`src/rtl/sel_step_pkg.sv`:
```
package sel_step_pkg;

  typedef enum logic [1:0] {
    VAR_PLAIN = 2'd0,
    VAR_ATN1  = 2'd1,
    VAR_ATN3  = 2'd2,
    VAR_STOP  = 2'd3
  } sel_var_e;

  typedef enum logic [2:0] {
    ST_IDLE,
    ST_MSG_WAIT,
    ST_MSG_XFER,
    ST_CMD_WAIT,
    ST_CMD_XFER
  } sel_state_e;

  // phase coding {MSG, C/D, I/O}
  localparam logic [2:0] PH_MSG_OUT = 3'b110;
  localparam logic [2:0] PH_COMMAND = 3'b010;

  localparam logic [2:0] STEP_NO_MSGOUT = 3'd0;
  localparam logic [2:0] STEP_STOPPED   = 3'd1;
  localparam logic [2:0] STEP_NO_CMD    = 3'd2;
  localparam logic [2:0] STEP_CMD_SHORT = 3'd3;
  localparam logic [2:0] STEP_COMPLETE  = 3'd4;

endpackage

```
`src/rtl/sel_len_clamp.sv`:
```
module sel_len_clamp #(
  parameter int W     = 4,
  parameter int LO    = 6,
  parameter int HI    = 12
) (
  input  logic [W-1:0] raw_i,
  output logic [W-1:0] len_o
);
  localparam logic [W-1:0] LoV = W'(LO);
  localparam logic [W-1:0] HiV = W'(HI);

  always_comb begin
    if (raw_i < LoV)      len_o = LoV;
    else if (raw_i > HiV) len_o = HiV;
    else                  len_o = raw_i;
  end
endmodule

```
`src/rtl/sel_byte_ctr.sv`:
```
module sel_byte_ctr #(
  parameter int W = 4
) (
  input  logic         clk,
  input  logic         rst_n,
  input  logic         clr_i,
  input  logic         inc_i,
  output logic [W-1:0] count_o
);
  logic [W-1:0] cnt_d, cnt_q;
  logic         cnt_en;

  assign cnt_en = clr_i | inc_i;

  always_comb begin
    if (clr_i) cnt_d = '0;
    else       cnt_d = cnt_q + W'(1);
  end

  always_ff @(posedge clk or negedge rst_n) begin
    if (!rst_n)      cnt_q <= '0;
    else if (cnt_en) cnt_q <= cnt_d;
  end

  assign count_o = cnt_q;
endmodule

```
`src/rtl/sel_phase_decode.sv`:
```
module sel_phase_decode
  import sel_step_pkg::*;
(
  input  logic [2:0] phase_i,
  output logic       is_msg_out_o,
  output logic       is_command_o
);
  assign is_msg_out_o = (phase_i == PH_MSG_OUT);
  assign is_command_o = (phase_i == PH_COMMAND);
endmodule

```
`src/rtl/sel_step_tracker.sv`:
```
module sel_step_tracker
  import sel_step_pkg::*;
#(
  parameter int CNT_W   = 4,
  parameter int CMD_MIN = 6,
  parameter int CMD_MAX = 12,
  parameter int MSG_MAX = 3
) (
  input  logic             clk,
  input  logic             rst_n,
  input  logic             start_i,
  input  logic [1:0]       variant_i,
  input  logic [CNT_W-1:0] cmd_len_i,
  input  logic [2:0]       phase_i,
  input  logic             req_i,
  input  logic             ack_i,
  output logic             atn_o,
  output logic             busy_o,
  output logic             done_o,
  output logic             early_o,
  output logic [2:0]       step_o
);
  localparam int MSG_W = $clog2(MSG_MAX + 1);

  sel_state_e       state_q, state_d;
  sel_var_e         var_q, var_d, var_in;
  logic [CNT_W-1:0] len_q, len_d, len_clamped;
  logic [2:0]       step_q, step_d;
  logic             atn_q, atn_d, done_q, done_d, early_q, early_d;
  logic             cnt_clr, msg_inc, cmd_inc;
  logic [MSG_W-1:0] msg_cnt, msg_last;
  logic [CNT_W-1:0] cmd_cnt;
  logic             is_msg_out, is_command, last_msg, last_cmd;

  assign var_in = sel_var_e'(variant_i);

  sel_len_clamp #(.W(CNT_W), .LO(CMD_MIN), .HI(CMD_MAX)) u_clamp (
    .raw_i (cmd_len_i),
    .len_o (len_clamped)
  );

  sel_phase_decode u_phase (
    .phase_i      (phase_i),
    .is_msg_out_o (is_msg_out),
    .is_command_o (is_command)
  );

  sel_byte_ctr #(.W(MSG_W)) u_msg_ctr (
    .clk     (clk),
    .rst_n   (rst_n),
    .clr_i   (cnt_clr),
    .inc_i   (msg_inc),
    .count_o (msg_cnt)
  );

  sel_byte_ctr #(.W(CNT_W)) u_cmd_ctr (
    .clk     (clk),
    .rst_n   (rst_n),
    .clr_i   (cnt_clr),
    .inc_i   (cmd_inc),
    .count_o (cmd_cnt)
  );

  // index of the final message byte for the latched variant
  always_comb begin
    if (var_q == VAR_ATN3) msg_last = MSG_W'(MSG_MAX - 1);
    else                   msg_last = '0;
  end

  assign last_msg = (msg_cnt == msg_last);
  assign last_cmd = (cmd_cnt == len_q - CNT_W'(1));

  always_comb begin
    state_d = state_q;
    var_d   = var_q;
    len_d   = len_q;
    step_d  = step_q;
    atn_d   = atn_q;
    early_d = early_q;
    done_d  = 1'b0;
    cnt_clr = 1'b0;
    msg_inc = 1'b0;
    cmd_inc = 1'b0;
    unique case (state_q)
      ST_IDLE: begin
        if (start_i) begin
          var_d   = var_in;
          len_d   = len_clamped;
          cnt_clr = 1'b1;
          step_d  = STEP_NO_MSGOUT;
          early_d = 1'b0;
          atn_d   = (var_in != VAR_PLAIN);
          state_d = (var_in == VAR_PLAIN) ? ST_CMD_WAIT : ST_MSG_WAIT;
        end
      end
      ST_MSG_WAIT: begin
        if (req_i) begin
          if (is_msg_out) begin
            state_d = ST_MSG_XFER;
            if (last_msg && var_q != VAR_STOP) atn_d = 1'b0;
          end else begin
            state_d = ST_IDLE;
            done_d  = 1'b1;
            early_d = 1'b1;
            step_d  = (msg_cnt == '0) ? STEP_NO_MSGOUT : STEP_NO_CMD;
          end
        end
      end
      ST_MSG_XFER: begin
        if (ack_i) begin
          msg_inc = 1'b1;
          if (!last_msg) begin
            state_d = ST_MSG_WAIT;
          end else if (var_q == VAR_STOP) begin
            state_d = ST_IDLE;
            done_d  = 1'b1;
            step_d  = STEP_STOPPED;
          end else begin
            state_d = ST_CMD_WAIT;
          end
        end
      end
      ST_CMD_WAIT: begin
        if (req_i) begin
          if (is_command) begin
            state_d = ST_CMD_XFER;
          end else begin
            state_d = ST_IDLE;
            done_d  = 1'b1;
            early_d = 1'b1;
            step_d  = (cmd_cnt == '0) ? STEP_NO_CMD : STEP_CMD_SHORT;
          end
        end
      end
      ST_CMD_XFER: begin
        if (ack_i) begin
          cmd_inc = 1'b1;
          if (last_cmd) begin
            state_d = ST_IDLE;
            done_d  = 1'b1;
            step_d  = STEP_COMPLETE;
          end else begin
            state_d = ST_CMD_WAIT;
          end
        end
      end
      default: state_d = ST_IDLE;
    endcase
  end

  always_ff @(posedge clk or negedge rst_n) begin
    if (!rst_n) begin
      state_q <= ST_IDLE;
      var_q   <= VAR_PLAIN;
      len_q   <= CNT_W'(CMD_MIN);
      step_q  <= '0;
      atn_q   <= 1'b0;
      early_q <= 1'b0;
      done_q  <= 1'b0;
    end else begin
      state_q <= state_d;
      var_q   <= var_d;
      len_q   <= len_d;
      step_q  <= step_d;
      atn_q   <= atn_d;
      early_q <= early_d;
      done_q  <= done_d;
    end
  end

  assign atn_o   = atn_q;
  assign busy_o  = (state_q != ST_IDLE);
  assign done_o  = done_q;
  assign early_o = early_q;
  assign step_o  = step_q;

  p_plain_no_atn_r3: assert property (@(posedge clk) disable iff (!rst_n)
    (!busy_o && start_i && variant_i == 2'd0) |=> !atn_o);

  p_cmd_stage_atn_low_r4: assert property (@(posedge clk) disable iff (!rst_n)
    (state_q == ST_CMD_WAIT || state_q == ST_CMD_XFER) |-> !atn_o);

  p_stop_keeps_atn_r6: assert property (@(posedge clk) disable iff (!rst_n)
    (done_o && step_o == STEP_STOPPED) |-> atn_o);

  p_step_range_r9: assert property (@(posedge clk) disable iff (!rst_n)
    done_o |-> (step_o <= STEP_COMPLETE));

  p_cmd_bound_r10: assert property (@(posedge clk) disable iff (!rst_n)
    busy_o |-> (cmd_cnt < len_q && len_q >= CNT_W'(CMD_MIN) && len_q <= CNT_W'(CMD_MAX)));

  p_done_pulse_r11: assert property (@(posedge clk) disable iff (!rst_n)
    done_o |=> !done_o);

  p_step_hold_r11: assert property (@(posedge clk) disable iff (!rst_n)
    (!busy_o && !start_i) |=> ($stable(step_o) && $stable(early_o)));

  p_busy_start_ignored_r12: assert property (@(posedge clk) disable iff (!rst_n)
    (busy_o && state_q != ST_MSG_WAIT && state_q != ST_MSG_XFER) |=> $stable(var_q));

endmodule

```
`config.mk`:
```
export PLATFORM = sky130hd
export DESIGN_NAME = sel_step_tracker
export DESIGN_NICKNAME = d
export VERILOG_FILES = /design/src/rtl/sel_step_pkg.sv /design/src/rtl/sel_len_clamp.sv /design/src/rtl/sel_byte_ctr.sv /design/src/rtl/sel_phase_decode.sv /design/src/rtl/sel_step_tracker.sv
export SDC_FILE = /design/constraint.sdc
export NUM_CORES = 1
export LEC_CHECK = 0
export BUFFER_PORTS_ARGS = -buffer_cell sky130_fd_sc_hd__buf_4
export CORE_ASPECT_RATIO = 1.5
export CORE_MARGIN = 4
export CORE_UTILIZATION = 48
export DETAILED_ROUTE_END_ITERATION = 16
export GPL_ROUTABILITY_DRIVEN = 0
export GPL_TIMING_DRIVEN = 1
export PLACE_DENSITY = 0.69
export SLEW_MARGIN = 20
export SYNTH_ARGS = -nofsm -noshare
export SYNTH_HDL_FRONTEND = slang
export SYNTH_HIERARCHICAL = 1
export SYNTH_SLANG_ARGS = --single-unit
```
`constraint.sdc`:
```
create_clock -name clk -period 2.2 [get_ports clk]
set_input_delay 0 -clock clk [delete_from_list [all_inputs] [get_ports clk]]
set_output_delay 0 -clock clk [all_outputs]
set_load 0.01 [all_outputs]
```
==> results.sh <==
export IMPL_cp_start_kind="register"
export IMPL_die_h_microns=71.2
export IMPL_cp_max_fo=3
export IMPL_synth_ff_type="dfrtp_1"
export IMPL_ys_warn_count=6
export IMPL_grt_first_pass_wirelength_microns=4690
export IMPL_hold_viol_final=0
export IMPL_syn2layout_area_growth_pct=22.7
export IMPL_slew_headroom_pct=70.7
export IMPL_start_util_pct=51.1
export IMPL_vias_per_cell=5.35
export IMPL_grt_total_usage_pct=16.6
export IMPL_worst_pin_slew_ns=0.440
export IMPL_ir_worst_vdd_v=0.000686
export IMPL_insertion_delay_ns=0.30
export IMPL_outcome="finished, final reports clean"
export IMPL_num_antenna_cells=0
export IMPL_overflow=0
export IMPL_drtIter0Drc=22
export IMPL_ys_types=45
export IMPL_wl_microns=2710
export IMPL_dieArea_sq_um=3570
export IMPL_async_flop_share_pct=100
export IMPL_cts_tree="built"
export IMPL_fin_worst_skew_ns=0.00676
export IMPL_yosys_top_cells_count="dfrtp_1 (19), nand2_1 (16), o21ai_0 (10), inv_1 (8), nor2_1 (8)"
export IMPL_synth_seq_cells=21
export IMPL_syn_inst=133
export IMPL_hold_slack_ns=0.0192
export IMPL_yosys_area_top_type_share_pct=37.1
export IMPL_crit_path_end_kind="register"
export IMPL_crit_path_cell_trace="inv_1 -> ha_1 -> xor3_1 -> nor3_1 -> a21oi_1 -> a31oi_1 -> o22ai_1"
export IMPL_syn_cell_area_sq_um=1280
export IMPL_drive_above_1_share_pct=25.3
export IMPL_io_buffer_count=20
export IMPL_fin_crit_sh_pct=86.8
export IMPL_cts_sinks=21
export IMPL_htreeDepth=1
export IMPL_slowest_stage="dfstp_2"
export IMPL_period_needed_ns=1.91
export IMPL_rows=22
export IMPL_min_path_type="in2reg"
export IMPL_yosysTopAreaCell="dfrtp_1"
export IMPL_post_cts_repair_setup_buffers=0
export IMPL_arrival_ns=2.11
export IMPL_critPathMaxStageDelay_ns=0.55
export IMPL_antenna_found_initial=0
export IMPL_drv_slew=0
export IMPL_syn_num_nets=149
export IMPL_synth_area_leaders="dfrtp_1 (37%), nand2_1 (4.7%), mux2_2 (4.4%)"
export IMPL_seq_area_frac_synth_pct=41.3
export IMPL_syn_area_per_cell_sq_um=9.62
export IMPL_core_area_sq_um=2500
export IMPL_die_w_microns=50.2
export IMPL_grt_pass1_vias=1062
export IMPL_num_nets_final=179
export IMPL_io_pins=21
export IMPL_p_per_area_nw_per_um2=1050
export IMPL_synth_edf_count=0
export IMPL_worstPathRequired_ns=2.39
export IMPL_vias=1059
export IMPL_drc=0
export IMPL_worstSetupStartpoint="len_q[1]"
export IMPL_cts_buffers=3
export IMPL_r2r_start="len_q[1]"
export IMPL_ant_nets=0
export IMPL_dpl_hpwl_microns=2010
export IMPL_tns_ns=0
export IMPL_dr_pass1_iters=6
export IMPL_final_setup_viol_count=0
export IMPL_worstSetupPathType="reg2reg"
export IMPL_grt_setup_unrepaired="no"
export IMPL_hp_start="start_i"
export IMPL_leakage_nw=0.689
export IMPL_cts_root_buf="clkbuf_4"
export IMPL_clock_path_buffers=2
export IMPL_clk_pin_slew_ns=0.12
export IMPL_timing_fmax_ghz=0.523
export IMPL_yosysMostFrequentCell="dfrtp_1"
export IMPL_grt_start_max_net_pins=22
export IMPL_maxCapViolCount=0
export IMPL_wl_per_cell_microns=13.7
-- kinds of logic after synthesis --
| logic type | after synthesis | synth area share (%) |
|---|---|---|
| compound gates | 32 | 16.4 |
| xor+xnor | 7 | 5.96 |
| flops | 21 | 41.3 |
| fa+ha+maj | 2 | 1.95 |
| mux | 7 | 6.35 |
| simple gates | 51 | 23.5 |
| buf+inv | 13 | 4.59 |
-- final timing paths --
check / to / slack (ns) / cells after the start
max: state_q[1] / 0.29 / 7
max in group asynchronous: len_q[2] / 1.82 / 2
min in group asynchronous: u_cmd_ctr/count_o[1] / 0.10 / 2
min reg2reg: len_q[1] / 0.54 / 2
min: early_o / 0.02 / 4
max reg2reg: state_q[1] / 0.29 / 7
-- metrics by stage --
step	instances	area [sq um]	total power, mW	util (%)	setup WS (ns)
floorplan	133	1280	1.22	-	0.416
global placement	185	1450	1.43	58.0	0.345
detailed placement	185	1450	1.46	58.0	0.286
CTS	198	1570	1.66	62.7	0.278
global route	198	1570	1.79	62.7	0.124
finish	198	1570	1.65	62.7	0.290
-- layout make-up --
| type | instances | area (sq um) |
|---|---|---|
| well taps | 36 | 45.0 |
| inverters | 8 | 30.0 |
| flip-flops and latches | 21 | 528 |
| clock buffers | 4 | 26.3 |
| repair buffers | 30 | 248 |
| fillers | 223 | 935 |
| multi-input cells | 99 | 693 |
-- state kept, by name, summed over array words and instances (netlist names) --
signal             flops
len_q                  4
done_o                 1
state_q                3
u_msg_ctr/count_o      2
var_q                  2
atn_o                  1
step_o                 3
u_cmd_ctr/count_o      4
early_o                1
-- timing repair --
item	in CTS	in global routing
endpoints found under the hold margin	28	0
hold buffers	9	0
resized for setup	0	0
-- layout by cell type, fill, tap and decap left out, types with 3 or more instances in the layout --
cell type      Yosys  layout
buf_4              0      21
dfrtp_1           19      19
nand2_1           16      16
o21ai_0           10      10
dlygate4sd3_1      0       9
inv_1              8       8
nor2_1             8       8
a21oi_1            7       7
nand3b_1           5       5
mux2_2             5       5
xnor2_1            5       5
nor3_1             4       4
clkbuf_4           0       3
-- critical path, delay by kind of cell, from the launching register on --
kind / cells / cell delay (ns)
xor gates and xnor gates: 1 / 0.36
AOI/OAI and AO/OA: 3 / 0.44
adders and majority gates: 1 / 0.17
and+or+nand+nor: 1 / 0.25
buffers and inverters: 1 / 0.05
DFF: 1 / 0.55
-- report_power, final --
group	internal [mW]	switching (mW)
Sequential	0.527	0.164
Combinational	0.414	0.362
Clock	0.0707	0.115
Total	1.01	0.640
-- per-layer routing --
| metal | part of all wire (%) | up-vias | track usage, % |
|---|---|---|---|
| li1 | - | 529 | - |
| met3 | 4.2 | 6 | 2.49 |
| met5 | 0 | - | 0 |
| met2 | 51 | 25 | 28.5 |
| met4 | 1.7 | 0 | 7.69 |
| met1 | 43 | 499 | 19.9 |
Note: power is estimated with default switching activity, not from simulation.
